$ cat src/rtl/txn_pkg.sv
package txn_pkg;
  localparam int DATA_W = 32;
  localparam int CODE_W = 8;

  typedef enum logic [1:0] {
    TX_IDLE   = 2'd0,
    TX_ACTIVE = 2'd1,
    TX_DRAIN  = 2'd2
  } txn_state_t;

  // bit 4 trap, bit 3 debug, bit 2 capacity, bit 1 conflict, bit 0 explicit
  typedef struct packed {
    logic trap;
    logic debug;
    logic capacity;
    logic conflict;
    logic expl;
  } abort_flags_t;

  localparam logic [DATA_W-1:0] STATUS_STARTED = 32'hFFFF_FFFF;

  function automatic logic [DATA_W-1:0] abort_word(input abort_flags_t f,
                                                   input logic [CODE_W-1:0] code);
    logic [CODE_W-1:0] c;
    c = f.expl ? code : '0;
    return {c, 19'd0, f};
  endfunction

  // A foreign access collides with a written line always, with a read line only if it writes
  function automatic logic snoop_collides(input logic foreign_write,
                                          input logic in_read_set,
                                          input logic in_write_set);
    return in_write_set || (foreign_write && in_read_set);
  endfunction
endpackage

$ cat src/rtl/txn_entry_table.sv
module txn_entry_table
  import txn_pkg::*;
#(
  parameter int ENTRIES = 8,
  parameter int ADDR_W  = 8
) (
  input  logic              clk,
  input  logic              rst_n,
  input  logic              clear_all,
  input  logic              acc_en,
  input  logic              acc_write,
  input  logic [ADDR_W-1:0] acc_addr,
  input  logic [DATA_W-1:0] acc_wdata,
  input  logic [ADDR_W-1:0] snp_addr,
  input  logic              drain_en,
  output logic              lk_hit,
  output logic              lk_hit_w,
  output logic [DATA_W-1:0] lk_data,
  output logic              lk_nospace,
  output logic              snp_in_rd,
  output logic              snp_in_wr,
  output logic              drain_any,
  output logic              drain_last,
  output logic [ADDR_W-1:0] drain_addr,
  output logic [DATA_W-1:0] drain_data
);
  localparam int IDX_W = (ENTRIES > 1) ? $clog2(ENTRIES) : 1;
  localparam int CNT_W = $clog2(ENTRIES + 1);

  logic              vld  [ENTRIES];
  logic              rbit [ENTRIES];
  logic              wbit [ENTRIES];
  logic [ADDR_W-1:0] tag  [ENTRIES];
  logic [DATA_W-1:0] dat  [ENTRIES];

  logic [ENTRIES-1:0] vld_v, rbit_v, wbit_v, lk_match, snp_match;
  logic [IDX_W-1:0]   hit_idx, free_idx, drain_idx, tgt_idx;

  function automatic logic [IDX_W-1:0] lowest_set(input logic [ENTRIES-1:0] v);
    logic [IDX_W-1:0] r;
    r = '0;
    for (int i = ENTRIES - 1; i >= 0; i--) begin
      if (v[i]) r = IDX_W'(i);
    end
    return r;
  endfunction

  function automatic logic [CNT_W-1:0] ones(input logic [ENTRIES-1:0] v);
    logic [CNT_W-1:0] n;
    n = '0;
    for (int i = 0; i < ENTRIES; i++) n = n + CNT_W'(v[i]);
    return n;
  endfunction

  for (genvar g = 0; g < ENTRIES; g++) begin : g_match
    assign vld_v[g]     = vld[g];
    assign rbit_v[g]    = rbit[g];
    assign wbit_v[g]    = wbit[g];
    assign lk_match[g]  = vld[g] && (tag[g] == acc_addr);
    assign snp_match[g] = vld[g] && (tag[g] == snp_addr);
  end

  always_comb begin
    hit_idx    = lowest_set(lk_match);
    free_idx   = lowest_set(~vld_v);
    drain_idx  = lowest_set(wbit_v);
    lk_hit     = |lk_match;
    lk_hit_w   = |(lk_match & wbit_v);
    lk_data    = dat[hit_idx];
    lk_nospace = !lk_hit && (&vld_v);
    snp_in_rd  = |(snp_match & rbit_v);
    snp_in_wr  = |(snp_match & wbit_v);
    drain_any  = |wbit_v;
    drain_last = (ones(wbit_v) == CNT_W'(1));
    drain_addr = tag[drain_idx];
    drain_data = dat[drain_idx];
    tgt_idx    = lk_hit ? hit_idx : free_idx;
  end

  for (genvar g = 0; g < ENTRIES; g++) begin : g_entry
    always_ff @(posedge clk) begin
      if (!rst_n) begin
        vld[g]  <= 1'b0;
        rbit[g] <= 1'b0;
        wbit[g] <= 1'b0;
        tag[g]  <= '0;
        dat[g]  <= '0;
      end else if (clear_all) begin
        vld[g]  <= 1'b0;
        rbit[g] <= 1'b0;
        wbit[g] <= 1'b0;
      end else begin
        if (drain_en && (drain_idx == IDX_W'(g))) wbit[g] <= 1'b0;
        if (acc_en && !lk_nospace && (tgt_idx == IDX_W'(g))) begin
          vld[g] <= 1'b1;
          tag[g] <= acc_addr;
          if (acc_write) begin
            wbit[g] <= 1'b1;
            dat[g]  <= acc_wdata;
          end else begin
            rbit[g] <= 1'b1;
          end
        end
      end
    end
  end
endmodule

$ cat src/rtl/txn_snoop_check.sv
module txn_snoop_check
  import txn_pkg::*;
(
  input  logic snoop_valid,
  input  logic snoop_write,
  input  logic snp_in_rd,
  input  logic snp_in_wr,
  output logic conflict_hit
);
  always_comb begin
    conflict_hit = snoop_valid && snoop_collides(snoop_write, snp_in_rd, snp_in_wr);
  end
endmodule

$ cat src/rtl/txn_ctrl.sv
module txn_ctrl
  import txn_pkg::*;
(
  input  logic              clk,
  input  logic              rst_n,
  input  logic              cmd_begin,
  input  logic              cmd_end,
  input  logic              cmd_abort,
  input  logic [CODE_W-1:0] abort_code,
  input  logic              evt_trap,
  input  logic              evt_debug,
  input  logic              req_valid,
  input  logic              conflict_hit,
  input  logic              lk_nospace,
  input  logic              drain_any,
  input  logic              drain_last,
  output txn_state_t        state,
  output logic              acc_en,
  output logic              pass_en,
  output logic              clear_all,
  output logic              drain_en,
  output logic              abort_fire,
  output logic              cap_overflow,
  output logic              status_valid,
  output logic [DATA_W-1:0] status_word,
  output logic              done
);
  abort_flags_t flags;
  logic any_cmd, active, req_go, commit_go;

  always_comb begin
    any_cmd      = cmd_begin || cmd_end || cmd_abort;
    active       = (state == TX_ACTIVE);
    req_go       = req_valid && !any_cmd;
    cap_overflow = active && req_go && lk_nospace;
    flags.trap     = active && evt_trap;
    flags.debug    = active && evt_debug;
    flags.capacity = cap_overflow;
    flags.conflict = active && conflict_hit;
    flags.expl     = active && cmd_abort;
    abort_fire   = |flags;
    commit_go    = active && cmd_end && !abort_fire;
    acc_en       = active && req_go && !abort_fire;
    pass_en      = (state == TX_IDLE) && req_go;
    drain_en     = (state == TX_DRAIN);
    clear_all    = abort_fire || (commit_go && !drain_any) || (drain_en && drain_last);
  end

  always_ff @(posedge clk) begin
    if (!rst_n) begin
      state        <= TX_IDLE;
      status_valid <= 1'b0;
      status_word  <= '0;
      done         <= 1'b0;
    end else begin
      status_valid <= 1'b0;
      done         <= 1'b0;
      unique case (state)
        TX_IDLE: begin
          if (cmd_begin) begin
            state        <= TX_ACTIVE;
            status_valid <= 1'b1;
            status_word  <= STATUS_STARTED;
          end
        end
        TX_ACTIVE: begin
          if (abort_fire) begin
            state        <= TX_IDLE;
            status_valid <= 1'b1;
            status_word  <= abort_word(flags, abort_code);
          end else if (commit_go) begin
            if (drain_any) begin
              state <= TX_DRAIN;
            end else begin
              state <= TX_IDLE;
              done  <= 1'b1;
            end
          end
        end
        TX_DRAIN: begin
          if (drain_last) begin
            state <= TX_IDLE;
            done  <= 1'b1;
          end
        end
        default: state <= TX_IDLE;
      endcase
    end
  end
endmodule

$ cat src/rtl/txn_tracker.sv
module txn_tracker
  import txn_pkg::*;
#(
  parameter int ENTRIES = 8,
  parameter int ADDR_W  = 8
) (
  input  logic              clk,
  input  logic              rst_n,
  input  logic              cmd_begin,
  input  logic              cmd_end,
  input  logic              cmd_abort,
  input  logic [7:0]        abort_code,
  input  logic              evt_trap,
  input  logic              evt_debug,
  input  logic              req_valid,
  input  logic              req_write,
  input  logic [ADDR_W-1:0] req_addr,
  input  logic [31:0]       req_wdata,
  output logic              req_ready,
  output logic              rsp_valid,
  output logic [31:0]       rsp_rdata,
  input  logic              snoop_valid,
  input  logic              snoop_write,
  input  logic [ADDR_W-1:0] snoop_addr,
  output logic              snoop_stall,
  output logic [ADDR_W-1:0] mem_rd_addr,
  input  logic [31:0]       mem_rd_data,
  output logic              mem_wr_en,
  output logic [ADDR_W-1:0] mem_wr_addr,
  output logic [31:0]       mem_wr_data,
  output logic              status_valid,
  output logic [31:0]       status_word,
  output logic              done
);
  txn_state_t        state;
  logic              acc_en, pass_en, clear_all, drain_en, abort_fire, cap_overflow;
  logic              lk_hit, lk_hit_w, lk_nospace, snp_in_rd, snp_in_wr;
  logic              drain_any, drain_last, conflict_hit, drain_last_fire;
  logic [DATA_W-1:0] lk_data, drain_data;
  logic [ADDR_W-1:0] drain_addr;

  txn_entry_table #(.ENTRIES(ENTRIES), .ADDR_W(ADDR_W)) u_table (
    .clk        (clk),
    .rst_n      (rst_n),
    .clear_all  (clear_all),
    .acc_en     (acc_en),
    .acc_write  (req_write),
    .acc_addr   (req_addr),
    .acc_wdata  (req_wdata),
    .snp_addr   (snoop_addr),
    .drain_en   (drain_en),
    .lk_hit     (lk_hit),
    .lk_hit_w   (lk_hit_w),
    .lk_data    (lk_data),
    .lk_nospace (lk_nospace),
    .snp_in_rd  (snp_in_rd),
    .snp_in_wr  (snp_in_wr),
    .drain_any  (drain_any),
    .drain_last (drain_last),
    .drain_addr (drain_addr),
    .drain_data (drain_data)
  );

  txn_snoop_check u_snoop (
    .snoop_valid  (snoop_valid),
    .snoop_write  (snoop_write),
    .snp_in_rd    (snp_in_rd),
    .snp_in_wr    (snp_in_wr),
    .conflict_hit (conflict_hit)
  );

  txn_ctrl u_ctrl (
    .clk          (clk),
    .rst_n        (rst_n),
    .cmd_begin    (cmd_begin),
    .cmd_end      (cmd_end),
    .cmd_abort    (cmd_abort),
    .abort_code   (abort_code),
    .evt_trap     (evt_trap),
    .evt_debug    (evt_debug),
    .req_valid    (req_valid),
    .conflict_hit (conflict_hit),
    .lk_nospace   (lk_nospace),
    .drain_any    (drain_any),
    .drain_last   (drain_last),
    .state        (state),
    .acc_en       (acc_en),
    .pass_en      (pass_en),
    .clear_all    (clear_all),
    .drain_en     (drain_en),
    .abort_fire   (abort_fire),
    .cap_overflow (cap_overflow),
    .status_valid (status_valid),
    .status_word  (status_word),
    .done         (done)
  );

  always_comb begin
    drain_last_fire = drain_en && drain_last;
    req_ready       = !drain_en;
    snoop_stall     = drain_en;
    mem_rd_addr     = req_addr;
    mem_wr_en       = drain_en || (pass_en && req_write);
    mem_wr_addr     = drain_en ? drain_addr : req_addr;
    mem_wr_data     = drain_en ? drain_data : req_wdata;
  end

  always_ff @(posedge clk) begin
    if (!rst_n) begin
      rsp_valid <= 1'b0;
      rsp_rdata <= '0;
    end else begin
      rsp_valid <= (acc_en || pass_en) && !req_write;
      rsp_rdata <= (acc_en && lk_hit_w) ? lk_data : mem_rd_data;
    end
  end
endmodule

$ cat config.mk
export PLATFORM = sky130hd
export DESIGN_NAME = txn_tracker
export DESIGN_NICKNAME = d
export VERILOG_FILES = /design/src/rtl/txn_pkg.sv /design/src/rtl/txn_entry_table.sv /design/src/rtl/txn_snoop_check.sv /design/src/rtl/txn_ctrl.sv /design/src/rtl/txn_tracker.sv
export SDC_FILE = /design/constraint.sdc
export NUM_CORES = 1
export LEC_CHECK = 0
export ABC_CLOCK_PERIOD_IN_PS = 17870
export BUFFER_PORTS_ARGS = -buffer_cell sky130_fd_sc_hd__buf_2
export CAP_MARGIN = 10
export CORE_ASPECT_RATIO = 1.2
export CORE_UTILIZATION = 40
export CTS_CLUSTER_DIAMETER = 40
export DETAILED_ROUTE_END_ITERATION = 16
export PLACE_DENSITY = 0.62
export SYNTH_ARGS = -nofsm -noshare
export SYNTH_HDL_FRONTEND = slang
export SYNTH_SLANG_ARGS = --single-unit
$ cat constraint.sdc
create_clock -name clk -period 17.87 [get_ports clk]
set_clock_uncertainty 0.2 [all_clocks]
set_input_delay 4.4675 -clock clk [delete_from_list [all_inputs] [get_ports clk]]
set_output_delay 4.4675 -clock clk [all_outputs]
set_load 0.02 [all_outputs]
==> PnR_summary.wiki <==
{| class="wikitable"
! Metric !! Value
|-
| Clock root buffer || clkbuf_16
|-
| Req. time, crit path || 13.20 ns
|-
| Final-layout setup total negative slack || 0 ns
|-
| Routed via count || 17170
|-
| Largest net degree at the start of global routing || 85
|-
| Die outline height || 258.9 um
|-
| Number of nets in the finished design || 2185
|-
| Floorplan die width || 216.1 um
|-
| Net count of the mapped netlist || 2054
|-
| Level count of the clock H-tree || 2
|-
| Routed len/inst || 26.32 um
|-
| Overall power of the completed layout || 2.592 mW
|-
| Number of max-capacitance violations reported || 0
|-
| Worst-case hold slack || 0.3035 ns
|-
| Clk sink count || 395
|-
| Final period utilization || 57.35%
|-
| Number of global-route vias before repair || 17080
|-
| Total Wirelength || 74800 um
|-
| TritonCTS clock tree || done
|-
| 1st-pass router iterations || 12
|-
| Wire length of the first global-routing pass || 109500 um
|-
| Buffers on Ports || 216
|-
| Post-synthesis async set-or-reset flop share || 0%
|-
| Count of yosys warnings during synthesis || 0
|-
| Die Footprint || 55950 sq um
|-
| Initial Util || 40.75%
|-
| Maximum clock rate || 97.57 MHz
|-
| Netlist area before placement || 22000 sq um
|-
| Share of cells above drive strength 1 || 23.46%
|-
| Critical Setup Path Class || primary input to output pin
|-
| Static leakage power || 10.45 nW
|-
| Maximum resistive drop on vdd || 0.07412 mV
|-
| Initial antenna violation count || 9
|-
| Run status || finished clean
|-
| Worst R2R Setup Slack || 12.32 ns
|-
| Min-Delay Path Class || flop to flop
|-
| Biggest fanout along the worst timing path || 4
|-
| Part of the Yosys area used for sequential elements || 51.45%
|-
| Final-report max-slew violation count || 0
|-
| Yosys reg bits || 395
|-
| Placed Cells incl. Taps || 2724
|-
| Fill cells || 4914
|-
| RSZ-0062 raised after global routing || false
|-
| Area share of the leading cell type in the synthesized netlist || 46.54%
|-
| DRC violation count after routing || 0
|-
| Count of hold buffers inserted by post-cts repair || 0
|-
| Clock-pin slew on the worst setup and hold paths || 0.05 ns
|-
| Number of buffers inserted during clock tree synthesis || 61
|-
| GRT Total Usage || 26.27%
|-
| Setup-violating endpoint count in the final report || 0
|-
| Most frequent cells after synthesis || 341 x edfxtp_1, 271 x and2_1, 198 x nand2_1
|-
| Total gr overflow || 0
|-
| Estimated wirelength of the detail-placed design || 44260 um
|-
| Average vias per placed instance || 6.042
|-
| Most used flip-flop cell after synthesis || edfxtp_1
|-
| Gpl congestion || 0.9174
|-
| Mean Syn Cell Area || 11.32 sq um
|-
| Growth of design area from synthesis to finish || 16.47%
|-
| Number of library cell types mapped by synthesis || 77
|-
| Count of mapped cells out of synthesis || 1944
|-
| Std-Cell Rows || 93
|-
| Initial detailed-routing violation count || 2192
|-
| Worst-margin pin slew || 1.186 ns
|-
| Critical Path Sink Type || output pin
|-
| Number of routed nets with antenna violations || 0
|-
| Count of boundary I/O pins || 217
|-
| Non-filler instance count after layout || 2842
|-
| Crit path arrival time || 5.58 ns
|-
| Type of origin of the critical path || primary input
|-
| Synth area leaders || edfxtp_1 47%, and2_1 7.7%, dfxtp_1 4.9%, mux2i_1 4.4%, mux2_2 4.3%
|-
| Core area || 53990 sq um
|-
| Yosys top cell by area || edfxtp_1
|-
| Clock latency at the later pin of the worst-skew pair || 0.63 ns
|-
| Maximum number of buffers from clock root to sink || 3
|-
| Most frequent cell after synthesis || edfxtp_1
|-
| Final Critical Period || 10.25 ns
|-
| Total count of hold-check failures in the final report || 0
|-
| Number of enable flip-flop cells after synthesis || 341
|-
| Gates resized, CTS repair || 0
|-
| Max-Slew Margin vs Limit || 20.95%
|-
| Power per Cell Area || 101.1 nW/um^2
|-
| Setup bufs post-CTS || 0
|}
-- final timing paths --
kind / cells past startpoint / endpoint / start
max: 5 / mem_wr_en / cmd_end
min: 2 / u_ctrl.state[1]$_SDFFE_PN0P_ / u_ctrl.state[1]$_SDFFE_PN0P_
max reg2reg: 10 / u_table.dat[6][5]$_SDFFCE_PN0P_ / u_table.tag[6][4]$_SDFFCE_PN0P_
min reg2reg: 2 / u_ctrl.state[1]$_SDFFE_PN0P_ / u_ctrl.state[1]$_SDFFE_PN0P_
-- sequential cells by signal, summed over array words and instances (netlist names) --
| signal | count |
|---|---|
| u_table.dat | 256 |
| u_table.tag | 64 |
| rsp_rdata | 32 |
| u_ctrl.status_word | 14 |
| u_table.rbit | 8 |
| u_table.vld | 8 |
| u_table.wbit | 8 |
| u_ctrl.state | 2 |
| rsp_valid | 1 |
| u_ctrl.done | 1 |
| u_ctrl.status_valid | 1 |
-- routing by layer --
metal,vias to the layer above,GRT usage [%],routed length (um)
li1,7562,-,-
met1,8556,32.62,29220
met2,838,44.21,36220
met3,203,4.663,5908
met4,12,12.56,3355
met5,-,0,91
-- through the flow --
stage | setup WS [ns] | cell area (sq um) | util, %
after floorplan | 7.643 | 22000 | -
after global placement | 7.606 | 23530 | 43.57
after detailed placement | 7.614 | 23530 | 43.57
after CTS | 7.601 | 25620 | 47.45
after global routing | 7.488 | 25620 | 47.45
final | 7.621 | 25630 | 47.46
-- critical path, stage by stage --
cell     delay [ns]
buf_2          0.12
nor4b_1        0.58
nand3_1        0.17
nand2_1        0.09
buf_2          0.16
-- area by class of cell --
| type | instances | area (sq um) | area share, % |
|---|---|---|---|
| antenna | 3 | 7.507 | 0.02930 |
| clock inverter | 47 | 529.3 | 2.065 |
| tap | 712 | 890.9 | 3.476 |
| timing repair buffer | 257 | 1389 | 5.420 |
| sequential | 395 | 11320 | 44.18 |
| inverter | 28 | 105.1 | 0.4101 |
| multi-input combinational | 1332 | 9821 | 38.32 |
| clock buffer | 68 | 1563 | 6.098 |
-- cell usage in the layout (no fill, tap or decap), types with 9 or more instances in the layout --
cell type	instances
o221ai_1	40
xnor2_1	71
a22oi_1	32
a222oi_1	80
dfxtp_1	54
nand2_1	195
o21ai_0	19
nor2_1	26
xor2_1	57
and3_1	30
nor3_1	70
inv_6	9
and2_1	271
nor4_1	13
inv_1	27
o221a_2	13
o211ai_1	33
buf_2	216
nand4_1	28
nand3_1	20
buf_4	41
edfxtp_1	341
o2bb2ai_1	32
mux2_2	84
mux2i_1	97
clkbuf_16	61
-- cell families (layout without fill, tap and decap cells) --
kind of cell,count (synthesis),count (layout),synth area share [%]
AO/OA/AOI/OAI,304,304,11.76
other,0,3,0
adder cells (fa/ha/maj),11,11,0.7620
multiplexers,181,181,8.712
buffers and inverters,217,400,4.646
flip-flops,395,395,51.45
AND/OR/NAND/NOR,708,708,17.57
XOR/XNOR,128,128,5.095
-- power breakdown --
group,total [mW],switching [mW],internal (mW)
registers,1.07,0.0280,1.04
logic,0.312,0.206,0.106
clock network,1.21,0.471,0.742
total,2.59,0.704,1.89
Power figures use the tool's default switching activity.
